--- src/rtl/clkprog_pkg.sv ---
package clkprog_pkg;

    // Field order here is the on-wire order, MSB sent first.
    typedef struct packed {
        logic [1:0] cap;
        logic       duty;
        logic [1:0] aux;
        logic [2:0] odiv;
        logic [8:0] vco;
        logic [6:0] refd;
    } clk_rec_t;

    localparam int FRAME_W = $bits(clk_rec_t);

    typedef enum logic [2:0] {
        PH_IDLE,
        PH_SETUP,
        PH_HIGH,
        PH_HOLD,
        PH_GAP,
        PH_STB
    } phase_e;

endpackage

--- src/rtl/clkprog_check.sv ---
module clkprog_check
    import clkprog_pkg::*;
#(
    parameter int VCO_MIN = 4
) (
    input  clk_rec_t                 rec,
    input  logic                     bypass_req,
    output logic [FRAME_W-1:0]       frame,
    output logic                     rec_ok
);
    logic vco_bad;
    logic ref_bad;

    always_comb begin
        vco_bad = (int'(rec.vco) < VCO_MIN);
        ref_bad = (rec.refd == '0) && !bypass_req;
        rec_ok  = !vco_bad && !ref_bad;
        frame   = rec;
    end
endmodule

--- src/rtl/clkprog_seq.sv ---
module clkprog_seq
    import clkprog_pkg::*;
#(
    parameter int SETUP_CYC = 2,
    parameter int HIGH_CYC  = 2,
    parameter int HOLD_CYC  = 1,
    parameter int GAP_CYC   = 1,
    parameter int STB_CYC   = 4
) (
    input  logic               clk,
    input  logic               rst_n,
    input  logic               start,
    input  logic               rec_ok,
    input  logic [FRAME_W-1:0] frame,
    output logic               sclk,
    output logic               sdata,
    output logic               strobe,
    output logic               busy,
    output logic               err
);
    localparam int MAX_A = (SETUP_CYC > HIGH_CYC) ? SETUP_CYC : HIGH_CYC;
    localparam int MAX_B = (HOLD_CYC > GAP_CYC) ? HOLD_CYC : GAP_CYC;
    localparam int MAX_C = (MAX_A > MAX_B) ? MAX_A : MAX_B;
    localparam int MAXC  = (MAX_C > STB_CYC) ? MAX_C : STB_CYC;
    localparam int CW    = $clog2(MAXC + 1);
    localparam int BW    = $clog2(FRAME_W);

    typedef struct packed {
        phase_e             ph;
        logic [CW-1:0]      cnt;
        logic [BW-1:0]      bidx;
        logic [FRAME_W-1:0] shreg;
        logic               sclk;
        logic               data;
        logic               stb;
        logic               err;
    } seq_t;

    seq_t s_d, s_q;

    always_comb begin
        s_d = s_q;
        unique case (s_q.ph)
            PH_IDLE: begin
                if (start) begin
                    if (rec_ok) begin
                        s_d.ph    = PH_SETUP;
                        s_d.cnt   = '0;
                        s_d.bidx  = '0;
                        s_d.shreg = frame;
                        s_d.data  = frame[FRAME_W-1];
                        s_d.err   = 1'b0;
                    end else begin
                        s_d.err   = 1'b1;
                    end
                end
            end
            PH_SETUP: begin
                if (s_q.cnt == CW'(SETUP_CYC - 1)) begin
                    s_d.ph   = PH_HIGH;
                    s_d.cnt  = '0;
                    s_d.sclk = 1'b1;
                end else begin
                    s_d.cnt = s_q.cnt + 1'b1;
                end
            end
            PH_HIGH: begin
                if (s_q.cnt == CW'(HIGH_CYC - 1)) begin
                    s_d.ph   = PH_HOLD;
                    s_d.cnt  = '0;
                    s_d.sclk = 1'b0;
                end else begin
                    s_d.cnt = s_q.cnt + 1'b1;
                end
            end
            PH_HOLD: begin
                if (s_q.cnt == CW'(HOLD_CYC - 1)) begin
                    s_d.cnt = '0;
                    if (s_q.bidx == BW'(FRAME_W - 1)) begin
                        s_d.ph = PH_GAP;
                    end else begin
                        s_d.ph    = PH_SETUP;
                        s_d.bidx  = s_q.bidx + 1'b1;
                        s_d.shreg = s_q.shreg << 1;
                        s_d.data  = s_q.shreg[FRAME_W-2];
                    end
                end else begin
                    s_d.cnt = s_q.cnt + 1'b1;
                end
            end
            PH_GAP: begin
                if (s_q.cnt == CW'(GAP_CYC - 1)) begin
                    s_d.ph  = PH_STB;
                    s_d.cnt = '0;
                    s_d.stb = 1'b1;
                end else begin
                    s_d.cnt = s_q.cnt + 1'b1;
                end
            end
            PH_STB: begin
                if (s_q.cnt == CW'(STB_CYC - 1)) begin
                    s_d.ph   = PH_IDLE;
                    s_d.cnt  = '0;
                    s_d.stb  = 1'b0;
                    s_d.data = 1'b0;
                end else begin
                    s_d.cnt = s_q.cnt + 1'b1;
                end
            end
            default: s_d.ph = PH_IDLE;
        endcase
    end

    always_ff @(posedge clk or negedge rst_n) begin
        if (!rst_n) begin
            s_q <= '{ph: PH_IDLE, default: '0};
        end else begin
            s_q <= s_d;
        end
    end

    assign sclk   = s_q.sclk;
    assign sdata  = s_q.data;
    assign strobe = s_q.stb;
    assign busy   = (s_q.ph != PH_IDLE);
    assign err    = s_q.err;


    strobe_quiet_chk: assert property (@(posedge clk) disable iff (!rst_n)
        s_q.stb |-> !s_q.sclk);


    data_setup_chk: assert property (@(posedge clk) disable iff (!rst_n)
        $rose(s_q.sclk) |-> $stable(s_q.data));


    data_hold_chk: assert property (@(posedge clk) disable iff (!rst_n)
        $fell(s_q.sclk) |-> $stable(s_q.data));


    strobe_in_busy_chk: assert property (@(posedge clk) disable iff (!rst_n)
        s_q.stb |-> busy);


    err_idle_chk: assert property (@(posedge clk) disable iff (!rst_n)
        s_q.err |-> !s_q.sclk && !s_q.stb);


    busy_start_chk: assert property (@(posedge clk) disable iff (!rst_n)
        (busy && start) |=> !$rose(s_q.err));
endmodule

--- src/rtl/clksynth_prog_master.sv ---
module clksynth_prog_master
    import clkprog_pkg::*;
#(
    parameter int SETUP_CYC = 2,
    parameter int HIGH_CYC  = 2,
    parameter int HOLD_CYC  = 1,
    parameter int GAP_CYC   = 1,
    parameter int STB_CYC   = 4,
    parameter int VCO_MIN   = 4
) (
    input  logic       clk,
    input  logic       rst_n,
    input  logic       start,
    input  logic       bypass_req,
    input  logic [1:0] cap_code,
    input  logic       duty_sel,
    input  logic [1:0] aux_func,
    input  logic [2:0] odiv_sel,
    input  logic [8:0] vco_word,
    input  logic [6:0] ref_word,
    output logic       sclk,
    output logic       sdata,
    output logic       strobe,
    output logic       busy,
    output logic       err
);
    clk_rec_t           rec;
    logic [FRAME_W-1:0] frame;
    logic               rec_ok;

    assign rec = '{cap: cap_code, duty: duty_sel, aux: aux_func,
                   odiv: odiv_sel, vco: vco_word, refd: ref_word};

    clkprog_check #(.VCO_MIN(VCO_MIN)) u_check (
        .rec        (rec),
        .bypass_req (bypass_req),
        .frame      (frame),
        .rec_ok     (rec_ok)
    );

    clkprog_seq #(
        .SETUP_CYC (SETUP_CYC),
        .HIGH_CYC  (HIGH_CYC),
        .HOLD_CYC  (HOLD_CYC),
        .GAP_CYC   (GAP_CYC),
        .STB_CYC   (STB_CYC)
    ) u_seq (
        .clk    (clk),
        .rst_n  (rst_n),
        .start  (start),
        .rec_ok (rec_ok),
        .frame  (frame),
        .sclk   (sclk),
        .sdata  (sdata),
        .strobe (strobe),
        .busy   (busy),
        .err    (err)
    );
endmodule

--- config.mk ---
export PLATFORM = sky130hd
export DESIGN_NAME = clksynth_prog_master
export DESIGN_NICKNAME = d
export VERILOG_FILES = /design/src/rtl/clkprog_pkg.sv /design/src/rtl/clkprog_check.sv /design/src/rtl/clkprog_seq.sv /design/src/rtl/clksynth_prog_master.sv
export SDC_FILE = /design/constraint.sdc
export NUM_CORES = 1
export LEC_CHECK = 0
export BUFFER_PORTS_ARGS = -buffer_cell sky130_fd_sc_hd__clkbuf_2
export CAP_MARGIN = 20
export CORE_ASPECT_RATIO = 1.25
export CORE_MARGIN = 2
export CORE_UTILIZATION = 50
export DETAILED_ROUTE_END_ITERATION = 12
export PLACE_DENSITY = 0.73
export SLEW_MARGIN = 0
export SYNTH_ARGS = -nofsm -noshare
export SYNTH_HDL_FRONTEND = slang
export SYNTH_SLANG_ARGS = --single-unit
--- constraint.sdc ---
create_clock -name clk -period 1.8 [get_ports clk]
set_clock_uncertainty 0.2 [all_clocks]
set_input_delay 0.36 -clock clk [delete_from_list [all_inputs] [get_ports clk]]
set_output_delay 0.36 -clock clk [all_outputs]
set_load 0.05 [all_outputs]
# [Word level (Yosys, flattened, before mapping)]
# Index checks and enable logic that the tools add are counted.
[op_classes] addsub=2 magnitude_cmp=1 n_eq_ne=16 muxes=28 n_reduce_logical=23
[ops] op="35-bit two-way mux" count=2
[ops] op="29-bit two-way mux" count=2
[ops] op="29-bit one-hot mux with 2 select lines" count=1
[ops] op="3-bit two-way mux" count=9
[ops] op="3-bit one-hot mux with 6 select lines" count=1
[ops] op="3-bit one-hot mux with 4 select lines" count=1
[ops] op="2-bit by 1-bit != test with 1-bit output (second input constant)" count=5
[ops] op="3-bit by 2-bit equality test with 1-bit output (second input constant)" count=3
[ops] op="9-bit by 3-bit less-than comparator with 1-bit output (second input constant)" count=1
[ops] op="3-bit AND reduction" count=3
[ops] op="1-bit two-way mux" count=8
[ops] op="7-bit zero test" count=1
[ops] op="7-bit AND reduction" count=1
[ops] op="3-bit by 1-bit equality test with 1-bit output (second input constant)" count=2
[ops] op="3-bit equality test (second input constant)" count=2
[ops] op="3-bit zero test" count=2
[ops] op="2-bit != test (second input constant)" count=3
[ops] op="6-bit AND reduction" count=1
[ops] op="2-bit nonzero test" count=3
[ops] op="3-bit nonzero test" count=2
[ops] op="5-bit by 1-bit adder with 5-bit output (second input constant)" count=1
[ops] op="5-bit equality test (second input constant)" count=1
[ops] op="5-bit AND reduction" count=1
[ops] op="1-bit one-hot mux with 2 select lines" count=2
[ops] op="8 further kinds" count=12
[word_totals] ff_bits=38 input_bits=28 out_inout_bits=5 elab_cells=78

# [Depth between registers and ports, before layout]
[depth] depth_word=7 ltp_mapped=10 mapped_depth_nobuf=7

# [Cells and area by module]
# Synthesis repeated with hierarchy kept, for this count alone.
[hier_totals] cells_unflattened=243 hier_area_um2=2369.8
[modules_own_cells] module="clkprog_seq" n_inst=1 cells_per_inst=214 area_each_um2=2152.1 seq_area_each_um2=950.9
[modules_own_cells] module="clkprog_check" n_inst=1 cells_per_inst=29 area_each_um2=217.7 seq_area_each_um2=0.0

# [Worst setup path before layout]
# OpenSTA, ideal clock, no wires.
[synth_path] kind="register -> register" startpoint="register u_seq.s_q[36] (netlist name)" endpoint="register u_seq.s_q[33] (netlist name)" setup_time_ns=0.125 t_arrival_ns=1.625 required_ns=1.475 path_slack_ns=-0.150 path_stages_with_launch=7 n_path_buf=1 synth_period_minus_slack_ns=1.950 path_cell_list="dfrtp_1 > buf_6 > nor3_4 > inv_1 > o211ai_2 > o41ai_1 > mux2_2"
[synth_between] elab_chain_cells=4 elab_cells_between_ends=13 cone_classes="eq/ne (7); mux (1); reduce/logical (5)"
[synth_rtl] element="start, declared" line="clkprog_seq.sv:39" rtl="seq_t s_d, s_q;"
[synth_rtl] element="start signal, assigned" line="clkprog_seq.sv:116" rtl="s_q <= '{ph: PH_IDLE, default: '0};"
[synth_rtl] element="start signal, assigned" line="clkprog_seq.sv:118" rtl="s_q <= s_d;"
[synth_rtl] element="3-bit by 1-bit equality test with 1-bit output, or another cell as far along" line="clkprog_seq.sv:43" rtl="unique case (s_q.ph)"
[synth_rtl] element="2-bit OR reduction (no source line)"
[synth_rtl] element="4-bit nonzero test (no source line)"
[synth_rtl] element="3-bit AND reduction (no source line)"
# Parallel ways exist; a longest one is shown, timed or not.
# A chain may end at the register's enable or synchronous reset.

# [Worst setup path in the final report]
[layout_path] startpoint="register u_seq.s_q[38] (netlist name)" endpoint="register u_seq.s_q, in the netlist u_seq.sdata"
[layout_between] elab_chain_cells=3 elab_cells_between_ends=11 cone_classes="eq/ne (7); mux (1); reduce/logical (3)"
[layout_rtl] element="3-bit equality test, or another cell as far along" line="clkprog_seq.sv:43"
[layout_rtl] element="2-bit by 1-bit != test with 1-bit output (no source line), or another cell as far along"
[layout_rtl] element="6-bit AND reduction (no source line)"
# Parallel ways exist; a longest one is shown, timed or not.

==> run_results.csv <==
group,metric,value,unit
sta,slew_viol_final,0,
flow_run,max_cap_violations,0,
global_routing,grt_first_pass_wirelength,8220,microns
sta,finalWorstSetupSlack,-0.0699,ns
place,gp_congestion,0.892,
yosys,synth_cells,199,
sta,setup_viol,28,
place,dp_slack,-0.179,ns
power,p_total,1520,uW
setup_path,critPathRequiredTime,1.78,ns
hold_path,min_path_cells,3,
setup_path,cp-end-kind,"flip-flop",
drt,routedWlPerCell,15.4,microns
die,die_area,4730,sq um
die,core_area,4070,sq um
setup_path,cp_common_cell,"buf_4",
outcome,status,"finished with violations",
finish,nets,307,
setup_path,path_class,"reg2reg",
clock_tree,cts.sinks,38,
setup_path,path_buf_inv,3,
hold_path,min-delay-path-class,"in2reg",
yosys,synth-edff-count,0,
sta,whs,0.183,ns
setup_path,worstReg2RegStart,"u_seq.s_q[38]",
finish,fillers,297,
power,vdd_drop_max,0.453,mV
global_routing,gr-usage-all-layers,0.226,
die,ios,33,
hold_path,min_from,"odiv_sel[0]",
setup_path,slowest_stage,"dfrtp_2",
yosys,synth.avg_cell_area,10.5,sq um
global_routing,grt_max_degree,39,
yosys,ys_seq_elements,38,
clock_tree,insertion_delay,0.29,ns
place,postPlaceCellArea,2460,sq um
sta,period_needed,1.87,ns
yosys,ys_async_sr_fraction,1.00,
die,rows,26,
place,numPortBuffers,32,
finish,fin_area,2870,sq um
clock_tree,cts_buffer_depth,2,
die,die_h,76.4,microns
drt,final_antenna_net_count,0,
clock_tree,cts_max_level,2,
finish,antenna_cells,0,
sta,period_share,1.04,
outcome,violations,"setup timing",
sta,fmax,535,MHz
sta,tightest_slew,0.307,ns
yosys,syn_nets,233,
setup_path,start_kind,"flip-flop",
die,start_util,0.516,
yosys,ys.warnings.count,0,
hold_path,hold_path_end,"u_seq.s_q[20]",
setup_path,timing.rr.end,"u_seq.sdata",
sta,finalSetupTns,-1.02,ns
sta,hold_viol,0,
drt,drc,0,
drt,vias,1851,
setup_path,cp_max_fo,6,
yosys,ys.flop_type,"dfrtp_1",
clock_tree,cts_tree,"done",
setup_path,r2r_slack,-0.07,ns
global_routing,grt-ovfl-total,0,
drt,dr.pass1.iters,4,
setup_path,critPathMaxStageDelay,0.46,ns
finish,layout-drive-gt1-share,0.416,
drt,via_per_inst,5.61,
sta,rsz0062_at_grt,"true",
setup_path,cpLargestDelayFamily,"flip-flops",
clock_tree,clk_pin_slew,0.07,ns
drt,routed_wl,5090,microns
sta,slew_headroom,0.793,
finish,synthToLayoutAreaGrowth,36.9,%
die,dieWidth,61.9,microns
clock_tree,cts_buffers,5,
power,power.leakage,0.00133,uW
setup_path,arrival,1.85,ns
setup_path,reg2reg_depth,6,
power,powerDensity,530,nW/um^2
place,dp_hpwl,3100,microns
yosys,synth.distinct_cells,38,
setup_path,path_cells,"buf_4 -> buf_4 -> inv_1 -> nand4_1 -> a21oi_1 -> mux2_2",
clock_tree,cts.root.buffer_cell,"clkbuf_8",
yosys,synth-seq-area-share,0.453,
global_routing,grt_pass1_vias,1898,
yosys,syn_area,2100,sq um
drt,drt_iter0_markers,128,
global_routing,antenna_found_initial,0,
-- worst max path at each step --
stage                               end  depth (start not counted)          start
final                       u_seq.sdata                          6  u_seq.s_q[38]
after global placement     u_seq.s_q[4]                          8  u_seq.s_q[34]
after CTS                 u_seq.s_q[25]                          9  u_seq.s_q[34]
after global routing      u_seq.s_q[11]                          8  u_seq.s_q[33]
after detailed placement   u_seq.s_q[4]                          8  u_seq.s_q[34]
after floorplan           u_seq.s_q[33]                          6  u_seq.s_q[36]
-- synthesized netlist by cell type (5+ instances only) --
cell type | count | area (sq um)
o22a_1 | 22 | 193
a21oi_1 | 7 | 35.0
o21a_1 | 23 | 173
buf_6 | 8 | 90.1
nand3_1 | 5 | 25.0
nand2_1 | 17 | 63.8
nor2_1 | 11 | 41.3
ha_1 | 6 | 75.1
o21ai_0 | 10 | 50.1
dfrtp_1 | 38 | 951
a31oi_1 | 5 | 31.3
inv_1 | 9 | 33.8
-- through the flow --
stage,util,cells
6_report,0.706,330
5_1_grt,0.706,330
2_1_floorplan,-,199
3_5_place_dp,0.606,303
3_3_place_gp,0.606,303
4_1_cts,0.680,322
-- layer usage --
layer / up-vias / routed length (microns) / GRT usage
met5: - / 0 / 0
met4: 0 / 72 / 0.0872
met3: 12 / 211 / 0.0509
met2: 59 / 2650 / 0.369
met1: 892 / 2150 / 0.281
li1: 888 / - / -
-- area by class of cell --
class	instances	area [sq um]	area share
clock buffer	7	86.3	0.0301
clock inverter	1	5.00	0.00174
inverter	9	33.8	0.0118
multi-input combinational	138	1100	0.384
sequential	38	955	0.332
tap	56	70.1	0.0244
timing repair buffer	81	621	0.216
-- cells in the final DEF, fill, tap and decap left out, types with 2 or more instances in the layout --
| cell type | instances |
|---|---|
| a21oi_1 | 6 |
| a22o_1 | 4 |
| a31oi_1 | 4 |
| a31oi_2 | 3 |
| buf_12 | 2 |
| buf_16 | 2 |
| buf_4 | 40 |
| buf_6 | 4 |
| clkbuf_2 | 31 |
| clkbuf_8 | 6 |
| dfrtp_1 | 35 |
| dfrtp_2 | 3 |
| ha_2 | 2 |
| ha_4 | 3 |
| inv_1 | 6 |
| inv_2 | 3 |
| nand2_1 | 17 |
| nand3_1 | 5 |
| nor2_1 | 10 |
| nor3_1 | 2 |
| nor4_1 | 3 |
| o21a_1 | 23 |
| o21ai_0 | 9 |
| o22a_1 | 22 |
-- power breakdown --
part	switching (uW)	total, uW	internal [uW]
Sequential	0.104	854	853
Combinational	35.1	66.6	31.6
Clock	294	603	309
-- worst register-to-register path, cell delays in order, from the launching register on --
cell	delay [ns]
dfrtp_2	0.46
buf_4	0.16
buf_4	0.13
inv_1	0.16
nand4_1	0.13
a21oi_1	0.18
mux2_2	0.35
-- registers in the layout, summed over array words and instances, names as in the netlist --
name / cells
u_seq.strobe: 1
u_seq.err: 1
u_seq.s_q: 34
u_seq.sclk: 1
u_seq.sdata: 1
-- timing repair --
action | 4_1_cts | 5_1_grt
hold buffers | 1 | 0
gates cloned | 2 | 0
pin swaps | 9 | 5
setup buffers | 8 | 10
endpoints found under the hold margin | 38 | 0
endpoints found under the setup margin | 30 | 33
gates resized for setup | 23 | 11
-- cell families (layout without fill, tap and decap cells) --
logic type / count (synthesis) / in the layout / share of synthesized area
compound gates: 81 / 81 / 0.293
simple gates: 47 / 47 / 0.122
flops: 38 / 38 / 0.453
buf+inv: 23 / 98 / 0.0722
fa+ha+maj: 6 / 6 / 0.0358
mux: 3 / 3 / 0.0155
xor+xnor: 1 / 1 / 0.00775
No activity file was read; power rests on OpenSTA's default activity.
